## src/rtl/lbt_pkg.sv

```systemverilog
package lbt_pkg;
    localparam int WORD_W = 16;
    localparam int SLOTS  = 7;
    localparam int CNT_W  = 16;
    localparam int LFSR_W = 15;
    localparam int P9_W   = 9;
    localparam int ADDR_W = 3;
    localparam int HIT_W  = $clog2(SLOTS + 1);
    localparam logic [CNT_W-1:0] CNT_MAX = '1;

    typedef enum logic [ADDR_W-1:0] {
        ADR_CTRL  = 3'd0,
        ADR_SEED  = 3'd1,
        ADR_PAT   = 3'd2,
        ADR_STAT  = 3'd3,
        ADR_WERR  = 3'd4,
        ADR_SERR  = 3'd5,
        ADR_FIRST = 3'd6
    } reg_addr_e;

    typedef enum logic {
        POLY_P9  = 1'b0,
        POLY_P15 = 1'b1
    } poly_e;

    typedef struct packed {
        logic  use_pat;
        poly_e poly;
        logic  test_en;
    } ctrl_t;

    typedef struct packed {
        logic first_vld;
        logic fail;
        logic pass;
        logic done;
        logic active;
    } status_t;

    typedef struct packed {
        logic [LFSR_W-1:0] state;
        logic [WORD_W-1:0] word;
    } prbs_out_t;

    function automatic logic fb_bit(logic [LFSR_W-1:0] s, poly_e p);
        return (p == POLY_P15) ? (s[14] ^ s[13]) : (s[8] ^ s[4]);
    endfunction

    function automatic prbs_out_t prbs_adv(logic [LFSR_W-1:0] s, poly_e p);
        prbs_out_t r;
        logic b;
        r.state = s;
        r.word  = '0;
        for (int i = WORD_W - 1; i >= 0; i--) begin
            b         = fb_bit(r.state, p);
            r.word[i] = b;
            if (p == POLY_P15)
                r.state = {r.state[LFSR_W-2:0], b};
            else
                r.state = {{(LFSR_W-P9_W){1'b0}}, r.state[P9_W-2:0], b};
        end
        return r;
    endfunction

    function automatic logic [LFSR_W-1:0] seed_fix(logic [LFSR_W-1:0] sd, poly_e p);
        if (p == POLY_P15)
            return (sd == '0) ? '1 : sd;
        return (sd[P9_W-1:0] == '0) ? {{(LFSR_W-P9_W){1'b0}}, {P9_W{1'b1}}}
                                    : {{(LFSR_W-P9_W){1'b0}}, sd[P9_W-1:0]};
    endfunction

    function automatic logic [HIT_W-1:0] slot_hits(logic [WORD_W-1:0] d);
        logic [SLOTS-1:0] h;
        h[0] = |d[2:0];
        for (int k = 1; k < SLOTS - 1; k++)
            h[k] = d[2*k+1] | d[2*k+2];
        h[SLOTS-1] = |d[WORD_W-1:13];
        return HIT_W'($countones(h));
    endfunction
endpackage

```

## src/rtl/lbt_compare.sv

```systemverilog
module lbt_compare
    import lbt_pkg::*;
(
    input  logic              clk,
    input  logic              rst,
    input  logic              test_en,
    input  logic              word_valid,
    input  logic [WORD_W-1:0] word_data,
    input  logic [WORD_W-1:0] exp_word,
    input  logic              burst_start,
    input  logic              burst_end,
    input  logic              clr,
    output logic              load,
    output logic              accept,
    output status_t           stat,
    output logic [CNT_W-1:0]  werr,
    output logic [CNT_W-1:0]  serr,
    output logic [CNT_W-1:0]  first_idx
);
    logic [WORD_W-1:0] diff;
    logic              miss;
    logic [HIT_W-1:0]  hits;
    logic [CNT_W-1:0]  idx;
    logic [CNT_W:0]    ssum;

    logic [CNT_W-1:0]  werr_n, serr_n, first_n, idx_n;
    status_t           stat_n;

    assign load   = burst_start && test_en;
    assign accept = word_valid && test_en && stat.active;
    assign diff   = word_data ^ exp_word;
    assign miss   = |diff;
    assign hits   = slot_hits(diff);
    assign ssum   = {1'b0, serr} + {{(CNT_W+1-HIT_W){1'b0}}, hits};

    always_comb begin
        werr_n  = werr;
        serr_n  = serr;
        first_n = first_idx;
        idx_n   = idx;
        stat_n  = stat;
        if (load) begin
            werr_n  = '0;
            serr_n  = '0;
            first_n = '0;
            idx_n   = '0;
            stat_n  = '0;
            stat_n.active = 1'b1;
        end else begin
            if (accept && miss) begin
                werr_n = (werr == CNT_MAX) ? CNT_MAX : werr + 1'b1;
                serr_n = ssum[CNT_W] ? CNT_MAX : ssum[CNT_W-1:0];
                if (!stat.first_vld) begin
                    first_n          = idx;
                    stat_n.first_vld = 1'b1;
                end
            end
            if (accept && idx != CNT_MAX)
                idx_n = idx + 1'b1;
            if (clr) begin
                werr_n           = '0;
                serr_n           = '0;
                first_n          = '0;
                stat_n.first_vld = 1'b0;
            end
            if (burst_end && test_en && stat.active) begin
                stat_n.active = 1'b0;
                stat_n.done   = 1'b1;
                stat_n.pass   = (werr_n == '0);
                stat_n.fail   = (werr_n != '0);
            end
        end
    end

    always_ff @(posedge clk) begin
        if (rst) begin
            werr      <= '0;
            serr      <= '0;
            first_idx <= '0;
            idx       <= '0;
            stat      <= '0;
        end else begin
            werr      <= werr_n;
            serr      <= serr_n;
            first_idx <= first_n;
            idx       <= idx_n;
            stat      <= stat_n;
        end
    end

    assert_word_step_R8: assert property (@(posedge clk) disable iff (rst)
        !load && !clr |=> (werr >= $past(werr)) &&
                          ({1'b0, werr} <= {1'b0, $past(werr)} + 17'd1));
    assert_first_hold_R10: assert property (@(posedge clk) disable iff (rst)
        stat.first_vld && !load && !clr |=> stat.first_vld && $stable(first_idx));
    assert_no_wrap_R11: assert property (@(posedge clk) disable iff (rst)
        (werr == CNT_MAX) && !load && !clr |=> werr == CNT_MAX);
    assert_verdict_R12: assert property (@(posedge clk) disable iff (rst)
        (stat.pass || stat.fail) |-> stat.done && !stat.active && !(stat.pass && stat.fail));
    assert_idle_R3: assert property (@(posedge clk) disable iff (rst)
        !test_en && !clr |=> $stable(werr) && $stable(serr) && $stable(stat));
endmodule

```

## config.mk

```make
export PLATFORM = sky130hd
export DESIGN_NAME = lbt_compare
export DESIGN_NICKNAME = d
export VERILOG_FILES = /design/src/rtl/lbt_pkg.sv /design/src/rtl/lbt_compare.sv
export SDC_FILE = /design/constraint.sdc
export NUM_CORES = 1
export LEC_CHECK = 0
export ABC_CLOCK_PERIOD_IN_PS = 5100
export BUFFER_PORTS_ARGS = -buffer_cell sky130_fd_sc_hd__buf_4
export CORE_UTILIZATION = 26
export DETAILED_ROUTE_END_ITERATION = 12
export GPL_ROUTABILITY_DRIVEN = 0
export PLACE_DENSITY = 0.43
export SLEW_MARGIN = 20
export SYNTH_ARGS = -nofsm -noshare
export SYNTH_HDL_FRONTEND = slang
export SYNTH_SLANG_ARGS = --single-unit
```

## constraint.sdc

```tcl
create_clock -name clk -period 5.1 [get_ports clk]
set_input_delay 0.255 -clock clk [delete_from_list [all_inputs] [get_ports clk]]
set_output_delay 0.255 -clock clk [all_outputs]
set_load 0.02 [all_outputs]
```

==> flow_summary.ini, run 1 <==
[cts]
clock-root-buffer = clkbuf_16
clkLatencyLatePin_ns = 0.33
postCtsSetupBuffers = 0
ctsHoldBuffers = 0
clock-sinks = 69
ctsHtreeMaxLevel = 3
cts_made_buffers = 9
cts-resized-gates = 0
clk_path_buf_depth = 2
cts_tree = yes
clk_pin_slew_ns = 0.06

[power]
p_total_uw = 1370
combPwrFrac_pct = 10.3
seqPwrFrac_pct = 39.6
vdd.ir_drop.worst_v = 0.000180
power.leakage_uw = 0.00188
p_per_area_nw_per_um2 = 286
intPower_uw = 1060
switching_share_pct = 22.3
switchingPower_uw = 306
clock_power_share_pct = 50.1

[floorplan]
dieArea_um2 = 14400
die_h_um = 120
fp.coreArea_um2 = 13400
io_pins = 94
start_util_pct = 27.0
num_rows = 42
die_x_um = 120

[drt]
viasPerCell = 4.77
wl_mm = 9.69
wl_per_cell_um = 14.3
drtIter0Drc = 116
drc = 0
first_pass_iters = 4
routed-via-count = 3225
antenna_left = 0

[critical_path]
cp_data_required_time_ns = 5.32
critPathMaxStageDelay_ns = 0.56
critical_path.startpoint_type = register
path_max_fanout = 4
slowest_stage = fa_1
crit_top_cell = fa_1
setup.worst_path.class = reg -> reg
cp_cell_sequence = fa_1 -> inv_1 -> fa_1 -> fa_1 -> inv_1 -> ha_1 -> fa_1 -> a21o_1 -> a21oi_1 -> nor2b_1 -> nand2_1 -> o21ai_0 -> o221a_2
cp_data_arrival_time_ns = 4.16
endpoint_kind = register

[logic_synthesis]
synth_area_per_cell_um2 = 8.90
netlist.area_leader.share_pct = 38.1
synth.largest_area_cell = dfxtp_1
synth_area_leaders = dfxtp_1, nor2_1, mux2i_1
synthCells = 407
ys.warnings.count = 0
synth_nets = 459
yosysUniqueCellTypes = 57
async_flop_share_pct = 0
synth-edff-count = 0
ys_seq_area_share_pct = 38.1
synth_seq_cells = 69
synthFlopType = dfxtp_1
netlist_area_um2 = 3620

[flow_run]
maxCapViolations = 0

[status]
status = completed

[timing]
worst_pin_slew_ns = 0.692
rsz0062_at_grt = false
finClkSkew_ns = 0.00387
fin_crit_ns = 3.93
tns_ns = 0
max_freq_mhz = 254
finalCritPeriodShare_pct = 77.1
hold_viol = 0
drv_slew = 0
maxSlewHeadroom_pct = 53.8
setup_viol = 0

[grt]
grt_pass1_vias = 3073
grt_pass1_wl_mm = 15.5
grt-ovfl-total = 0
grt_max_degree = 38
antenna_found_initial = 0
track_usage_pct = 13.8

[cells_and_area]
drive_above_1_share_pct = 25.0
synthToLayoutAreaGrowth_pct = 32.4
diodes = 0
layout_common_cells = buf_4, dfxtp_1, nor2_1
fin_nets = 547
final_common_cell = buf_4

[placed_design]
portBuffers = 93
dpl.hpwl_mm = 7.04

[min_path]
hp-class = in -> reg
power by group through the flow:
stage	Sequential [µW]	Combinational (µW)	Clock [µW]
final	543	142	687
after global routing	542	162	737
after CTS	542	146	715
after detailed placement	554	145	0
after global placement	554	143	0
after floorplan	556	89.4	0
kinds of logic after synthesis:
family	share of synthesized area, %
and+or+nand+nor	21.9
DFF	38.1
adders and majority gates	5.32
AOI/OAI and AO/OA	15.5
buffers and inverters	3.90
xor gates and xnor gates	9.43
muxes	5.80
final cells by class:
cell class                 instances  area [µm²]
clock buffer                      13         260
clock inverter                     3        67.6
fill                            1397        8600
inverter                          13        48.8
multi-input combinational        307        2100
sequential                        69        1380
tap                              176         220
timing repair buffer              95         713
stage by stage:
step | util, % | area, µm² | std cells | setup slack (ns) | hold WS, ns
3_3_place_gp | 33.3 | 4460 | 660 | 0.966 | 0.444
3_5_place_dp | 33.3 | 4460 | 660 | 0.869 | 0.448
6_report | 35.8 | 4800 | 676 | 1.17 | 0.0993
4_1_cts | 35.8 | 4790 | 676 | 1.17 | 0.0868
2_1_floorplan | - | 3620 | 407 | 1.31 | 0.327
5_1_grt | 35.8 | 4800 | 676 | 0.984 | 0.0847
worst paths after layout:
path | from | endpoint | slack (ns) | depth (start not counted)
setup / recovery | serr[0] | serr[2] | 1.17 | 13
hold / removal | rst | stat[0] | 0.1 | 2
setup reg to reg | serr[0] | serr[2] | 1.17 | 13
hold reg to reg | stat[2] | stat[2] | 0.48 | 1
registers in the layout, indices dropped and copies added, names as in the netlist:
register / flops
idx: 16
stat: 5
serr: 16
first_idx: 16
werr: 16
synth_stat cells (5+ instances only):
master	instances
mux2i_1	21
xor2_1	21
nand2_1	18
a211oi_1	7
o21ai_0	11
nor2_1	61
nand4_1	9
dfxtp_1	69
a31oi_1	6
xnor2_1	18
inv_1	13
a21oi_1	20
and3_1	12
nor3_1	6
ha_1	9
clkbuf_1	8
a311oi_1	5
nand3_1	23
routing by layer:
metal  wire length (µm)  GRT usage [%]
met3                616           4.56
met4                103           4.30
met1               4420           16.7
met2               4560           23.0
met5                  0              0
worst max-delay path, delay by kind of cell, from the launching register on:
| kind | cells | cell delay (ns) |
|---|---|---|
| compound gates | 4 | 0.95 |
| fa+ha+maj | 5 | 2.25 |
| buf+inv | 2 | 0.11 |
| flops | 1 | 0.35 |
| simple gates | 2 | 0.18 |
No activity file was read; power rests on OpenSTA's default activity.
==> run 2, diff against run 1 <==
--- a/config.mk
+++ b/config.mk
@@ -5,7 +5,7 @@
 export SDC_FILE = /design/constraint.sdc
 export NUM_CORES = 1
 export LEC_CHECK = 0
-export ABC_CLOCK_PERIOD_IN_PS = 5100
+export ABC_CLOCK_PERIOD_IN_PS = 4120
 export BUFFER_PORTS_ARGS = -buffer_cell sky130_fd_sc_hd__buf_4
 export CORE_UTILIZATION = 26
 export DETAILED_ROUTE_END_ITERATION = 12
==> constraint.sdc (replaced) <==
create_clock -name clk -period 4.12 [get_ports clk]
set_input_delay 0.206 -clock clk [delete_from_list [all_inputs] [get_ports clk]]
set_output_delay 0.206 -clock clk [all_outputs]
set_load 0.02 [all_outputs]
==> run 2 against run 1 <==
  * Sequential cell count unchanged
  * Routed wire length up 1.4%
  * Final cell count up 0.74%
  * First-iteration DRC count increased by 29%
  * Final area up 0.13%
  * Register-to-register slack lost 0.89 ns
  * Worst setup slack lost 0.89 ns
  * Combinational power grew 24%
  * Critical endpoint is now serr[15]
  * Via count is 0.84% higher
==> flow_summary.ini, run 2 (synthesis gave the netlist of run 1 again) <==
[critical_path]
endpoint_kind = register
cp_data_arrival_time_ns = 4.06
worstReg2RegEnd = serr[15]
crit_top_cell = fa_1
reg2reg_from = serr[0]
crit_buf_inv = 2
slowest_stage = fa_1
cp_cell_sequence = fa_1 -> inv_1 -> fa_1 -> fa_1 -> inv_1 -> ha_1 -> fa_1 -> a21o_1 -> a21oi_1 -> nor2b_1 -> nand2_1 -> nor2_1 -> nor4_1 -> a211oi_1
critPathMaxStageDelay_ns = 0.55
cp_top_family = adder cells
path_max_fanout = 5
worstRegToRegCells = 14
critical_path.startpoint_type = register
setup.worst_path.class = reg -> reg
r2r_slack_ns = 0.27
cp_data_required_time_ns = 4.33

[cts]
ctsHtreeMaxLevel = 3
cts-resized-gates = 0
clk_pin_slew_ns = 0.06
clock-sinks = 69
clkLatencyLatePin_ns = 0.34
cts_made_buffers = 9
cts_tree = yes
ctsHoldBuffers = 0
clk_path_buf_depth = 2
postCtsSetupBuffers = 0
clock-root-buffer = clkbuf_16

[grt]
grt_pass1_vias = 3103
track_usage_pct = 14.1
grt_max_degree = 38
grt-ovfl-total = 0
antenna_found_initial = 0
grt_pass1_wl_mm = 15.8

[cells_and_area]
post_layout_nonfiller_instances = 681
layout_common_cells = buf_4, dfxtp_1, nor2_1
drive_above_1_share_pct = 25.9
fin_nets = 552
final_common_cell = buf_4
fin_area_um2 = 4800
diodes = 0
synthToLayoutAreaGrowth_pct = 32.6

[timing]
maxSlewHeadroom_pct = 50.9
rsz0062_at_grt = false
hold_viol = 0
setup_viol = 0
tns_ns = 0
fin_crit_ns = 3.85
drv_slew = 0
finClkSkew_ns = 0.00688
worst_pin_slew_ns = 0.734
max_freq_mhz = 260
finalCritPeriodShare_pct = 93.4

[min_path]
whs_endpoint = stat[0]
min_from = rst
hp-class = in -> reg
hold_depth = 2

[placed_design]
dpl.hpwl_mm = 7.14
dp.cells = 665
place_area_um2 = 4500
portBuffers = 93

[drt]
drc = 0
drtIter0Drc = 150
wl_mm = 9.82
first_pass_iters = 4
antenna_left = 0
routed-via-count = 3252
wl_per_cell_um = 14.4
viasPerCell = 4.78

[floorplan]
dieArea_um2 = 14400
num_rows = 42
io_pins = 94
fp.coreArea_um2 = 13400
die_h_um = 120
start_util_pct = 27.0
die_x_um = 120

[power]
p_per_area_nw_per_um2 = 339
vdd.ir_drop.worst_v = 0.000226
power.leakage_uw = 0.00189

[status]
status = completed

[flow_run]
maxCapViolations = 0
[run 2: changes by cell type in the layout (fill, tap and decap cells not counted)]
cell and change:
nor2_2 +1, clkinv_2 +1, clkbuf_8 -1, inv_6 +1, nor2_4 -1, bufinv_16 -1, buf_4 +5, clkbuf_1 -1
clkinvlp_4 +1
[run 2: routing by layer]
metal	share of wire [%]	vias to the layer above	global-route usage (%)
met5	0	-	0
met4	1.9	0	4.84
met3	5.8	13	4.47
met2	48	93	23.1
met1	45	1515	17.4
li1	-	1631	-
[run 2: area by class of cell]
| cell class | instances | area (µm²) |
|---|---|---|
| fillers | 1411 | 8600 |
| multi-input cells | 307 | 2100 |
| flip-flops and latches | 69 | 1380 |
| repair buffers | 100 | 751 |
| clock buffers | 11 | 243 |
| well taps | 176 | 220 |
| clock inverters | 5 | 58.8 |
| inverters | 13 | 48.8 |
[run 2: worst max-delay path by stage]
| stage | from | endpoint | cells after the start |
|---|---|---|---|
| floorplan | exp_word[1] | serr[10] | 16 |
| global placement | exp_word[1] | serr[15] | 17 |
| detailed placement | exp_word[0] | serr[15] | 17 |
| CTS | serr[0] | serr[15] | 14 |
| global route | serr[0] | serr[15] | 14 |
| finish | serr[0] | serr[15] | 14 |
[run 2: through the flow]
| step | util (%) | hold slack (ns) | worst slack [ns] | power, µW |
|---|---|---|---|---|
| floorplan | - | 0.278 | 0.380 | 798 |
| global placement | 33.6 | 0.395 | 0.0428 | 863 |
| detailed placement | 33.6 | 0.398 | -0.0531 | 867 |
| CTS | 35.8 | 0.0294 | 0.230 | 1670 |
| global route | 35.8 | 0.0327 | 0.0185 | 1720 |
| finish | 35.8 | 0.0450 | 0.272 | 1630 |
[run 2: where the power goes]
part	internal (µW)	total, µW	switching (µW)
logic	85.6	176	90.6
registers	669	671	2.05
clock network	486	782	296
total	1240	1630	388
==> run 3, diff against run 2 <==
--- a/config.mk
+++ b/config.mk
@@ -10,7 +10,7 @@
 export CORE_UTILIZATION = 26
 export DETAILED_ROUTE_END_ITERATION = 12
 export GPL_ROUTABILITY_DRIVEN = 0
-export PLACE_DENSITY = 0.43
+export PLACE_DENSITY = 0.52
 export SLEW_MARGIN = 20
 export SYNTH_ARGS = -nofsm -noshare
 export SYNTH_HDL_FRONTEND = slang
==> run 3 against run 2 <==
  * Worst setup slack lost 0.0015 ns
  * Sequential power is essentially flat
  * Clock power grew 7.8%
  * Die area is the same
  * Maximum frequency is essentially flat
  * Core utilization about the same
  * Worst hold slack improved by 0.0026 ns
  * Sequential share of layout area about the same
  * Register-to-register slack is essentially flat
  * Critical endpoint unchanged
==> flow_summary.ini, run 3 (synthesis gave the netlist of run 1 again) <==
[grt]
grt-ovfl-total = 0
grt_pass1_wl_mm = 15.2
grt_pass1_vias = 3088
grt_util_met1_pct = 16.7
use_met3_pct = 3.04
track_usage_pct = 13.4
met2_usage_pct = 22.0
grt_busiest_layer = met2
antenna_found_initial = 0
grt_max_degree = 38

[cts]
cts_made_buffers = 9
clk_pin_slew_ns = 0.06
clock-sinks = 69
ctsHtreeMaxLevel = 3
ctsHoldBuffers = 0
postCtsSetupBuffers = 0
clock-root-buffer = clkbuf_16
clk_path_buf_depth = 2
clkLatencyLatePin_ns = 0.34
cts_tree = yes
cts-resized-gates = 0

[placed_design]
dp.cells = 661
portBuffers = 93
dpl.hpwl_mm = 6.94
place_area_um2 = 4470

[cells_and_area]
multi_input_area_um2 = 2100
diodes = 0
final_common_cell = buf_4
fin_area_um2 = 4800
fin_nets = 548
fillCellCount = 1398
post_layout_nonfiller_instances = 677
final-seq-area_um2 = 1380
drive_above_1_share_pct = 25.3
layout_common_cells = buf_4, dfxtp_1, nor2_1
synthToLayoutAreaGrowth_pct = 32.4

[power]
p_per_area_nw_per_um2 = 352
switching_share_pct = 22.9
vdd.ir_drop.worst_v = 0.000245
intPower_uw = 1300
power.leakage_uw = 0.00188
clock_power_share_pct = 49.9
switchingPower_uw = 386
seqPwrFrac_pct = 39.8
combPwrFrac_pct = 10.3

[min_path]
hp-class = in -> reg

[timing]
fin_crit_ns = 3.85
drv_slew = 0
worst_pin_slew_ns = 0.700
setup_viol = 0
max_freq_mhz = 260
finalCritPeriodShare_pct = 93.4
finClkSkew_ns = 0.00781
hold_viol = 0
rsz0062_at_grt = false
maxSlewHeadroom_pct = 53.2

[critical_path]
setup.worst_path.class = reg -> reg
path_max_fanout = 6
endpoint_kind = register
critical_path.startpoint_type = register
cp_data_arrival_time_ns = 4.05
cp_data_required_time_ns = 4.32

[floorplan]
fp.coreArea_um2 = 13400
io_pins = 94
dieArea_um2 = 14400
die_x_um = 120
die_h_um = 120
start_util_pct = 27.0
num_rows = 42

[drt]
first_pass_iters = 4
wl_mm = 9.43
routed-via-count = 3239
wl_per_cell_um = 13.9
drc = 0
viasPerCell = 4.78
drtIter0Drc = 91
antenna_left = 0

[status]
status = completed

[flow_run]
maxCapViolations = 0
run 3: power groups by stage:
stage	clock network (µW)	registers, µW	logic (µW)
floorplan	0	688	111
global placement	0	686	173
detailed placement	0	686	176
CTS	862	671	177
global route	888	671	198
finish	843	672	173
run 3: worst max-delay path, cell delays in order (launching register included):
cell      delay, ns
dfxtp_1        0.35
fa_1           0.54
inv_1          0.05
fa_1           0.50
fa_1           0.55
inv_1          0.04
ha_1           0.22
fa_1           0.41
a21o_1         0.19
a21oi_1        0.17
nor2b_1        0.09
nand2_1        0.09
nor2_1         0.09
nor4_1         0.30
a211oi_1       0.11
run 3: worst paths after layout:
kind            from        to  slack (ns)  cells after the start
max          serr[0]  serr[15]        0.27                     14
min              rst   stat[0]        0.05                      2
max reg2reg  serr[0]  serr[15]        0.27                     14
min reg2reg  stat[1]   stat[1]        0.49                      2
run 3: stage by stage:
step	hold slack [ns]	utilization (%)	power [µW]	setup WS, ns	TNS, ns
final	0.0476	35.8	1690	0.271	0
after global routing	0.0437	35.8	1760	0.0327	0
after CTS	0.0322	35.8	1710	0.233	0
after detailed placement	0.395	33.4	862	-0.0193	-0.0234
after global placement	0.394	33.4	859	0.0634	0
after floorplan	0.278	-	798	0.380	0
run 3: metal layers:
metal	vias up	routed length, µm
met2	83	4430
met1	1509	4280
met3	13	543
met5	-	0
met4	0	174
li1	1634	-
run 3: layout make-up:
type                    count  area share [%]
clock buffers              11            5.06
clock inverters             5            1.75
inverters                  13            1.02
multi-input cells         307            43.8
flip-flops and latches     69            28.8
well taps                 176            4.59
repair buffers             96            15.0
